$ cat src/rtl/bitclk_pkg.sv
package bitclk_pkg;

    localparam int DEF_CD_W    = 16;
    localparam int DEF_BD_W    = 8;
    localparam int DEF_PRE_DIV = 8;
    localparam int MIN_CD      = 2;

    typedef enum logic [1:0] {
        ADDR_MODE = 2'd0,
        ADDR_CD   = 2'd1,
        ADDR_BDIV = 2'd2,
        ADDR_RSVD = 2'd3
    } cfg_addr_e;

    typedef struct packed {
        logic sample;
        logic baud;
    } tick_t;

endpackage

$ cat src/rtl/bitclk_cfg.sv
module bitclk_cfg
    import bitclk_pkg::*;
#(
    parameter int CD_W = DEF_CD_W,
    parameter int BD_W = DEF_BD_W
) (
    input  logic            clk,
    input  logic            rst,
    input  logic            wr_en,
    input  logic [1:0]      wr_addr,
    input  logic [CD_W-1:0] wr_data,
    output logic            presc_sel,
    output logic [CD_W-1:0] cd,
    output logic [BD_W-1:0] bdiv,
    output logic            restart
);
    cfg_addr_e addr;
    assign addr    = cfg_addr_e'(wr_addr);
    assign restart = wr_en && (addr != ADDR_RSVD);

    always_ff @(posedge clk) begin
        if (rst) begin
            presc_sel <= 1'b0;
            cd        <= '0;
            bdiv      <= '0;
        end else if (wr_en) begin
            case (addr)
                ADDR_MODE: presc_sel <= wr_data[0];
                ADDR_CD:   cd        <= wr_data;
                ADDR_BDIV: bdiv      <= wr_data[BD_W-1:0];
                default:   ;
            endcase
        end
    end

    // a write to the reserved address leaves every setting untouched
    assert_rsvd_stable_R9: assert property (@(posedge clk) disable iff (rst)
        (wr_en && wr_addr == 2'd3) |=> ($stable(cd) && $stable(bdiv) && $stable(presc_sel)));

endmodule

$ cat src/rtl/bitclk_prescale.sv
module bitclk_prescale
    import bitclk_pkg::*;
#(
    parameter int PRE_DIV = DEF_PRE_DIV
) (
    input  logic clk,
    input  logic rst,
    input  logic restart,
    input  logic presc_en,
    output logic strobe
);
    generate
        if (PRE_DIV > 1) begin : g_div
            localparam int PW = $clog2(PRE_DIV);
            localparam logic [PW-1:0] LAST = PW'(PRE_DIV - 1);
            logic [PW-1:0] cnt;

            always_ff @(posedge clk) begin
                if (rst || restart) cnt <= '0;
                else if (cnt == LAST) cnt <= '0;
                else cnt <= cnt + 1'b1;
            end

            assign strobe = !presc_en || (cnt == LAST);

            // with prescaling on, the strobe never fires on two consecutive cycles
            assert_presc_gap_R3: assert property (@(posedge clk) disable iff (rst)
                (presc_en && strobe && !restart) |=> (!strobe || !presc_en));
        end else begin : g_pass
            assign strobe = 1'b1;
        end
    endgenerate

endmodule

$ cat src/rtl/bitclk_divider.sv
module bitclk_divider #(
    parameter int W = 16
) (
    input  logic         clk,
    input  logic         rst,
    input  logic         restart,
    input  logic         step,
    input  logic         active,
    input  logic [W-1:0] last,
    output logic         hit
);
    logic [W-1:0] cnt;

    always_ff @(posedge clk) begin
        if (rst || restart) cnt <= '0;
        else if (step && active) cnt <= (cnt == last) ? '0 : cnt + 1'b1;
    end

    assign hit = step && active && (cnt == last);

    // the count never passes its terminal value while running
    assert_cnt_bound_R2: assert property (@(posedge clk) disable iff (rst)
        active |-> (cnt <= last));

    // a hit is a single-cycle strobe
    assert_single_hit_R8: assert property (@(posedge clk) disable iff (rst)
        hit |=> !hit);

endmodule

$ cat src/rtl/bitclk_gen.sv
module bitclk_gen
    import bitclk_pkg::*;
#(
    parameter int CD_W    = DEF_CD_W,
    parameter int BD_W    = DEF_BD_W,
    parameter int PRE_DIV = DEF_PRE_DIV
) (
    input  logic            clk,
    input  logic            rst,
    input  logic            wr_en,
    input  logic [1:0]      wr_addr,
    input  logic [CD_W-1:0] wr_data,
    output logic            sample_tick,
    output logic            baud_tick
);
    logic            presc_sel;
    logic [CD_W-1:0] cd;
    logic [BD_W-1:0] bdiv;
    logic            restart;
    logic            pre_strobe;
    logic            cd_ok;
    tick_t           ticks;

    bitclk_cfg #(.CD_W(CD_W), .BD_W(BD_W)) u_cfg (
        .clk(clk), .rst(rst), .wr_en(wr_en), .wr_addr(wr_addr), .wr_data(wr_data),
        .presc_sel(presc_sel), .cd(cd), .bdiv(bdiv), .restart(restart)
    );

    bitclk_prescale #(.PRE_DIV(PRE_DIV)) u_pre (
        .clk(clk), .rst(rst), .restart(restart), .presc_en(presc_sel), .strobe(pre_strobe)
    );

    assign cd_ok = (cd >= CD_W'(MIN_CD));

    bitclk_divider #(.W(CD_W)) u_sample (
        .clk(clk), .rst(rst), .restart(restart), .step(pre_strobe),
        .active(cd_ok), .last(cd - CD_W'(1)), .hit(ticks.sample)
    );

    bitclk_divider #(.W(BD_W)) u_bit (
        .clk(clk), .rst(rst), .restart(restart), .step(ticks.sample),
        .active(1'b1), .last(bdiv), .hit(ticks.baud)
    );

    assign sample_tick = ticks.sample;
    assign baud_tick   = ticks.baud;

    // strobes are quiet in the cycle after reset
    assert_reset_quiet_R1: assert property (@(posedge clk) disable iff (rst)
        $past(rst) |-> (!sample_tick && !baud_tick));

    // a sample tick needs the prescaler strobe
    assert_presc_gate_R3: assert property (@(posedge clk) disable iff (rst)
        sample_tick |-> pre_strobe);

    // a baud tick always lands on a sample tick
    assert_baud_on_sample_R5: assert property (@(posedge clk) disable iff (rst)
        baud_tick |-> sample_tick);

    // a CD below the minimum silences the sample strobe
    assert_cd_off_R6: assert property (@(posedge clk) disable iff (rst)
        (cd < CD_W'(MIN_CD)) |-> !sample_tick);

    // counters restart, so no sample tick right after a configuration write
    assert_restart_R7: assert property (@(posedge clk) disable iff (rst)
        restart |=> !sample_tick);

endmodule

$ cat config.mk
export PLATFORM = sky130hd
export DESIGN_NAME = bitclk_gen
export DESIGN_NICKNAME = d
export VERILOG_FILES = /design/src/rtl/bitclk_pkg.sv /design/src/rtl/bitclk_cfg.sv /design/src/rtl/bitclk_prescale.sv /design/src/rtl/bitclk_divider.sv /design/src/rtl/bitclk_gen.sv
export SDC_FILE = /design/constraint.sdc
export NUM_CORES = 1
export LEC_CHECK = 0
export CORE_MARGIN = 8
export CORE_UTILIZATION = 40
export DETAILED_ROUTE_END_ITERATION = 6
export MAX_ROUTING_LAYER = met4
export PLACE_DENSITY = 0.57
export SETUP_SLACK_MARGIN = 0.15
export SKIP_LAST_GASP = 1
export SYNTH_ARGS = -nofsm -noshare
export SYNTH_HDL_FRONTEND = slang
export SYNTH_SLANG_ARGS = --single-unit
$ cat constraint.sdc
create_clock -name clk -period 5.91 [get_ports clk]
set_input_delay 0.8865 -clock clk [delete_from_list [all_inputs] [get_ports clk]]
set_output_delay 0.8865 -clock clk [all_outputs]
set_load 0.05 [all_outputs]
==> results of run 1 <==
==> metrics by stage <==
step	instance area (µm²)	util	total power, W
global route	3115	0.4611	0.0007098
detailed placement	3027	0.4480	0.0004764
floorplan	2786	-	0.0004458
global placement	3027	0.4480	0.0004762
CTS	3115	0.4611	0.0006824
finish	3115	0.4611	0.0006762
==> logic make-up (layout without fill, tap and decap cells) <==
logic type / after synthesis / in the layout / share of synthesized area
compound gates: 48 / 48 / 0.1001
fa+ha+maj: 6 / 6 / 0.02694
xor+xnor: 43 / 43 / 0.1352
flops: 52 / 52 / 0.3736
mux: 12 / 12 / 0.04311
buf+inv: 26 / 38 / 0.03952
simple gates: 151 / 151 / 0.2815
==> cell type report <==
class                           count  area (µm²)
Tap cell                           80       100.1
Multi-Input combinational cell    260        1635
Fill cell                         684        3641
Inverter                            8       30.03
Timing Repair Buffer               22       220.2
Clock buffer                        6       72.57
Sequential cell                    52        1041
Clock inverter                      2       16.27
==> power breakdown <==
part,switching [W],total [W],internal (W)
clock network,0.000124,0.000208,0.0000846
logic,0.0000508,0.0000985,0.0000477
registers,0.0000109,0.000369,0.000358
total,0.000185,0.000676,0.000491
==> worst max path at each step <==
stage	startpoint	slack, ns	to	cells past startpoint
2_1_floorplan	u_cfg.cd[0]$_SDFFE_PP0P_	1.90	baud_tick	11
3_3_place_gp	u_cfg.cd[0]$_SDFFE_PP0P_	1.49	baud_tick	10
3_5_place_dp	u_cfg.cd[0]$_SDFFE_PP0P_	1.39	baud_tick	10
4_1_cts	u_cfg.cd[0]$_SDFFE_PP0P_	1.01	baud_tick	10
5_1_grt	u_cfg.cd[0]$_SDFFE_PP0P_	0.78	baud_tick	10
6_report	u_cfg.cd[0]$_SDFFE_PP0P_	1.04	baud_tick	10
==> cell usage in the layout, fill, tap and decap left out, types with 5 or more instances in the layout <==
master	n
dfxtp_1	52
mux2i_1	12
nand2_1	50
o21ai_0	9
inv_1	8
or3_1	5
xor2_1	25
nand4_1	7
nor4_1	6
xnor2_1	18
ha_1	6
nand3_1	10
clkdlybuf4s50_1	22
nor2_1	38
a21oi_1	26
clkbuf_8	5
==> metal layers <==
layer	vias to the layer above	wire, µm	part of all wire
li1	1184	-	-
met1	1093	3022	0.48
met2	20	3087	0.49
met5	-	0	0
met4	0	44	0.0070
met3	5	135	0.021
==> sequential cells by signal, summed over array words and instances, names as in the netlist <==
signal	flops
u_cfg.presc_sel	1
u_cfg.bdiv	8
u_sample.cnt	16
u_pre.g_div.cnt	3
u_cfg.cd	16
u_bit.cnt	8
==> worst reg2reg max path, stage by stage, from the launching register on <==
cell and delay, ns:
dfxtp_1 0.38, inv_1 0.11, ha_1 0.24, nor3b_1 0.55
a21oi_1 0.15, or4_1 0.42, a2111o_1 0.30, nor4_2 0.17
nand3_2 0.34, nand2_1 0.60, nor2_1 0.12
==> metrics.yaml, run 1 <==
stdcell_count: 430
grt_pass1_vias: 2244
setup_tns_ns: 0
antenna_cells: 0
io_buffers: 22
start_kind: "register"
ctsHoldBuffers: 0
layout.nets: 376
maxSlewViolCount: 0
die_h_um: 99.46
hold_ws_ns: 0.4552
cap_violations: 0
min_from: "u_pre.g_div.cnt[0]$_SDFF_PP0_"
dp_slack_ns: 1.385
cts_made_buffers: 5
finalWirelength_um: 6290
ys.flop_type: "dfxtp_1"
period_share: 0.8243
rsz0062_at_grt: "no"
rr_worst_depth: 10
tightest_slew_ns: 0.9658
syn_to_final_growth_pct: 11.81
hold_violations: 0
synthArstFlopShare: 0
root_buffer: "clkbuf_8"
syn_inst: 338
postCtsSetupBuffers: 0
cp_slowest_cell: "clkdlybuf4s50_1"
initial_utilization: 0.4124
cp_max_fo: 18
yosys.cell_count.top_type: "dfxtp_1"
cp.required_ns: 5.02
busiest_layer: "met2"
p_leak_nw: 1.179
drtIter0Drc: 80
routabilityCongestion: 0.8926
critical_path_arrival_ns: 3.99
ys_seq_elements: 52
synth_top_area_share: 0.3736
io-pin-count: 23
synth.distinct_cells: 45
row_count: 30
h-tree-depth: 2
holdPathEnd: "u_pre.g_div.cnt[0]$_SDFF_PP0_"
setup_viol: 0
crit_family: "simple AND/OR/NAND/NOR gates"
period_needed_ns: 4.872
antenna_found_initial: 0
powerDensity_nw_per_um2: 217.0
clock.fmax_mhz: 205.3
chipWidth_um: 99.46
synth_edf_count: 0
drive_gt1_frac: 0.03714
synth_area_per_cell_um2: 8.244
die_area_um2: 9892
synthTopCellsByArea: "dfxtp_1, xor2_1, nand2_1"
status: "finished, final reports clean"
coreArea_um2: 6756
yosys_warnings: 0
cts_resized: 0
grt_max_degree: 28
path_buf_inv: 2
rr_endpoint: "u_sample.cnt[4]$_SDFFE_PP0N_"
finalClockSkew_ns: 0.01009
yosysTopAreaCell: "dfxtp_1"
grt_util_met3: 0.02584
drcViolationCount: 0
whs_path_depth: 1
path_clk_slew_ns: 0.10
met1_usage: 0.1620
syn_nets: 365
holdCritPathClass: "reg -> reg"
viasPerCell: 5.353
rrSetupSlack_ns: 2.40
placed_cells: 422
cp_cell_sequence: "inv_1 -> ha_1 -> nor3b_1 -> a21oi_1 -> or4_1 -> a2111o_1 -> nor4_2 -> nand3_2 -> nor2_1 -> clkdlybuf4s50_1"
cts_sinks: 52
rr_startpoint: "u_cfg.cd[0]$_SDFFE_PP0P_"
grt_overflow: 0
peakVddDrop_v: 0.0001219
vias: 2302
cts_tree: "done"
use_met2: 0.2288
synth_top_cells_by_count: "dfxtp_1, nand2_1, nor2_1"
synth_area_um2: 2786
layout_setup_ws_ns: 1.038
ctsLongestPathBuffers: 2
clock_latency_ns: 0.31
ys_seq_area_frac: 0.3736
grt_usage: 0.1354
drt_first_pass_iters: 4
wl_per_cell_um: 14.63
ant_nets: 0
crit_type: "reg -> out"
cp-end-kind: "output pin"
grt_pass1_wl_um: 10770
max_stage_delay_ns: 0.82
slew_headroom: 0.3541
dp_hpwl_um: 4724
(Power assumes the default switching activity.)
==> run 2, diff against run 1 <==
==> constraint.sdc (replaced) <==
create_clock -name clk -period 5 [get_ports clk]
set_input_delay 0.75 -clock clk [delete_from_list [all_inputs] [get_ports clk]]
set_output_delay 0.75 -clock clk [all_outputs]
set_load 0.05 [all_outputs]
==> metrics.yaml, run 2 (same netlist as run 1, synthesis figures left out) <==
internal-power_w: 0.0005809
switching_share: 0.2763
powerDensity_nw_per_um2: 256.9
fill_cells: 660
peakVddDrop_v: 0.0001645
power.total_w: 0.0008027
p_comb_frac: 0.146
clock_latency_ns: 0.32
cp_slowest_cell: "clkdlybuf4s50_1"
slew_headroom: 0.3287
cts_made_buffers: 5
drtIter0Drc: 85
maxSlewViolCount: 0
hold_violations: 0
critical_path_arrival_ns: 3.77
cp.required_ns: 4.25
setup_tns_ns: 0
status: "finished, final reports clean"
max_stage_delay_ns: 0.82
top_regs: "u_cfg.cd: 16 flops, u_sample.cnt: 16 flops"
antenna_found_initial: 0
clock.fmax_mhz: 221.2
path_clk_slew_ns: 0.11
setup_viol: 0
layout.nets: 377
wl_per_cell_um: 14.48
period_share: 0.9040
ant_nets: 0
path_depth: 11
dpl_cell_area_um2: 3034
io_buffers: 22
start_kind: "register"
initial_utilization: 0.4124
p_sw_w: 0.0002218
rr_worst_depth: 11
h-tree-depth: 2
period_needed_ns: 4.520
cts_tree: "done"
mostFrequentLayoutCell: "dfxtp_1"
die_area_um2: 9892
cts_resized: 0
cts_sinks: 52
vias: 2265
p_seq_frac: 0.544
crit_type: "reg -> out"
rsz0062_at_grt: "no"
finalClockSkew_ns: 0.01371
p_leak_nw: 1.187
grt_max_degree: 28
grt_pass1_vias: 2215
dp_hpwl_um: 4721
most-common-layout-cells: "dfxtp_1, nand2_1, nor2_1, a21oi_1, xor2_1"
postCtsSetupBuffers: 0
coreArea_um2: 6756
grt_usage: 0.1363
ctsHoldBuffers: 0
ctsLongestPathBuffers: 2
cap_violations: 0
chipWidth_um: 99.46
drt_first_pass_iters: 4
root_buffer: "clkbuf_8"
path_buf_inv: 3
io-pin-count: 23
row_count: 30
grt_overflow: 0
routabilityCongestion: 0.9018
crit_family: "simple AND/OR/NAND/NOR gates"
die_h_um: 99.46
grt_pass1_wl_um: 10790
cp_cell_sequence: "inv_1 -> ha_1 -> nor3b_1 -> buf_4 -> a21oi_1 -> or4_1 -> a2111o_1 -> nor4_2 -> nand3_2 -> nor2_1 -> clkdlybuf4s50_1"
finalWirelength_um: 6242
drive_gt1_frac: 0.04274
holdCritPathClass: "reg -> reg"
whs_path_depth: 1
pwr-share-clk: 0.310
syn_to_final_growth_pct: 12.12
drcViolationCount: 0
design_area_um2: 3124
viasPerCell: 5.255
antenna_cells: 0
tightest_slew_ns: 1.004
cp-end-kind: "output pin"
cp_max_fo: 18
run 2: final timing paths:
kind | slack [ns] | startpoint | end
worst max-delay path | 0.48 | u_cfg.cd[0]$_SDFFE_PP0P_ | baud_tick
worst min-delay path | 0.44 | u_pre.g_div.cnt[0]$_SDFF_PP0_ | u_pre.g_div.cnt[0]$_SDFF_PP0_
worst max register to register | 1.75 | u_cfg.cd[0]$_SDFFE_PP0P_ | u_sample.cnt[11]$_SDFFE_PP0N_
worst min register to register | 0.44 | u_pre.g_div.cnt[0]$_SDFF_PP0_ | u_pre.g_div.cnt[0]$_SDFF_PP0_
run 2: final cells by class:
| type | instances | area (µm²) | share of cell area |
|---|---|---|---|
| multi-input cells | 260 | 1635 | 0.5234 |
| flip-flops and latches | 52 | 1041 | 0.3332 |
| repair buffers | 23 | 227.7 | 0.07289 |
| well taps | 80 | 100.1 | 0.03204 |
| clock buffers | 5 | 68.82 | 0.02203 |
| inverters | 8 | 30.03 | 0.009612 |
| clock inverters | 3 | 21.27 | 0.006808 |
run 2: metal layers:
metal	global-route usage	share of wire	vias to the layer above	wire (µm)
li1	-	-	1186	-
met4	0.04191	0.013	0	80
met2	0.2252	0.48	17	2995
met3	0.02514	0.018	7	113
met5	-	0	-	0
met1	0.1644	0.49	1055	3053
run 2: stage by stage:
step	util	hold slack, ns	cells	setup slack [ns]
floorplan	-	0.4068	338	1.127
global placement	0.4491	0.4281	423	0.8914
detailed placement	0.4491	0.4222	423	0.8438
CTS	0.4624	0.4384	431	0.4705
global route	0.4624	0.4785	431	0.1905
finish	0.4624	0.4384	431	0.4799
run 2: power groups by stage:
stage / clock [W] / combinational (W) / sequential [W]
floorplan: 0 / 0.0000865 / 0.000440
finish: 0.000249 / 0.000117 / 0.000437
global route: 0.000275 / 0.000130 / 0.000439
CTS: 0.000256 / 0.000118 / 0.000437
global placement: 0 / 0.000118 / 0.000446
detailed placement: 0 / 0.000117 / 0.000446
run 2: worst register-to-register path, cell delays in order, from the launching register on:
cell,delay (ns)
dfxtp_1,0.39
inv_1,0.11
ha_1,0.24
nor3b_1,0.21
buf_4,0.17
a21oi_1,0.06
or4_1,0.41
a2111o_1,0.33
nor4_2,0.18
nand3_2,0.33
nand2_1,0.57
nor2_1,0.12
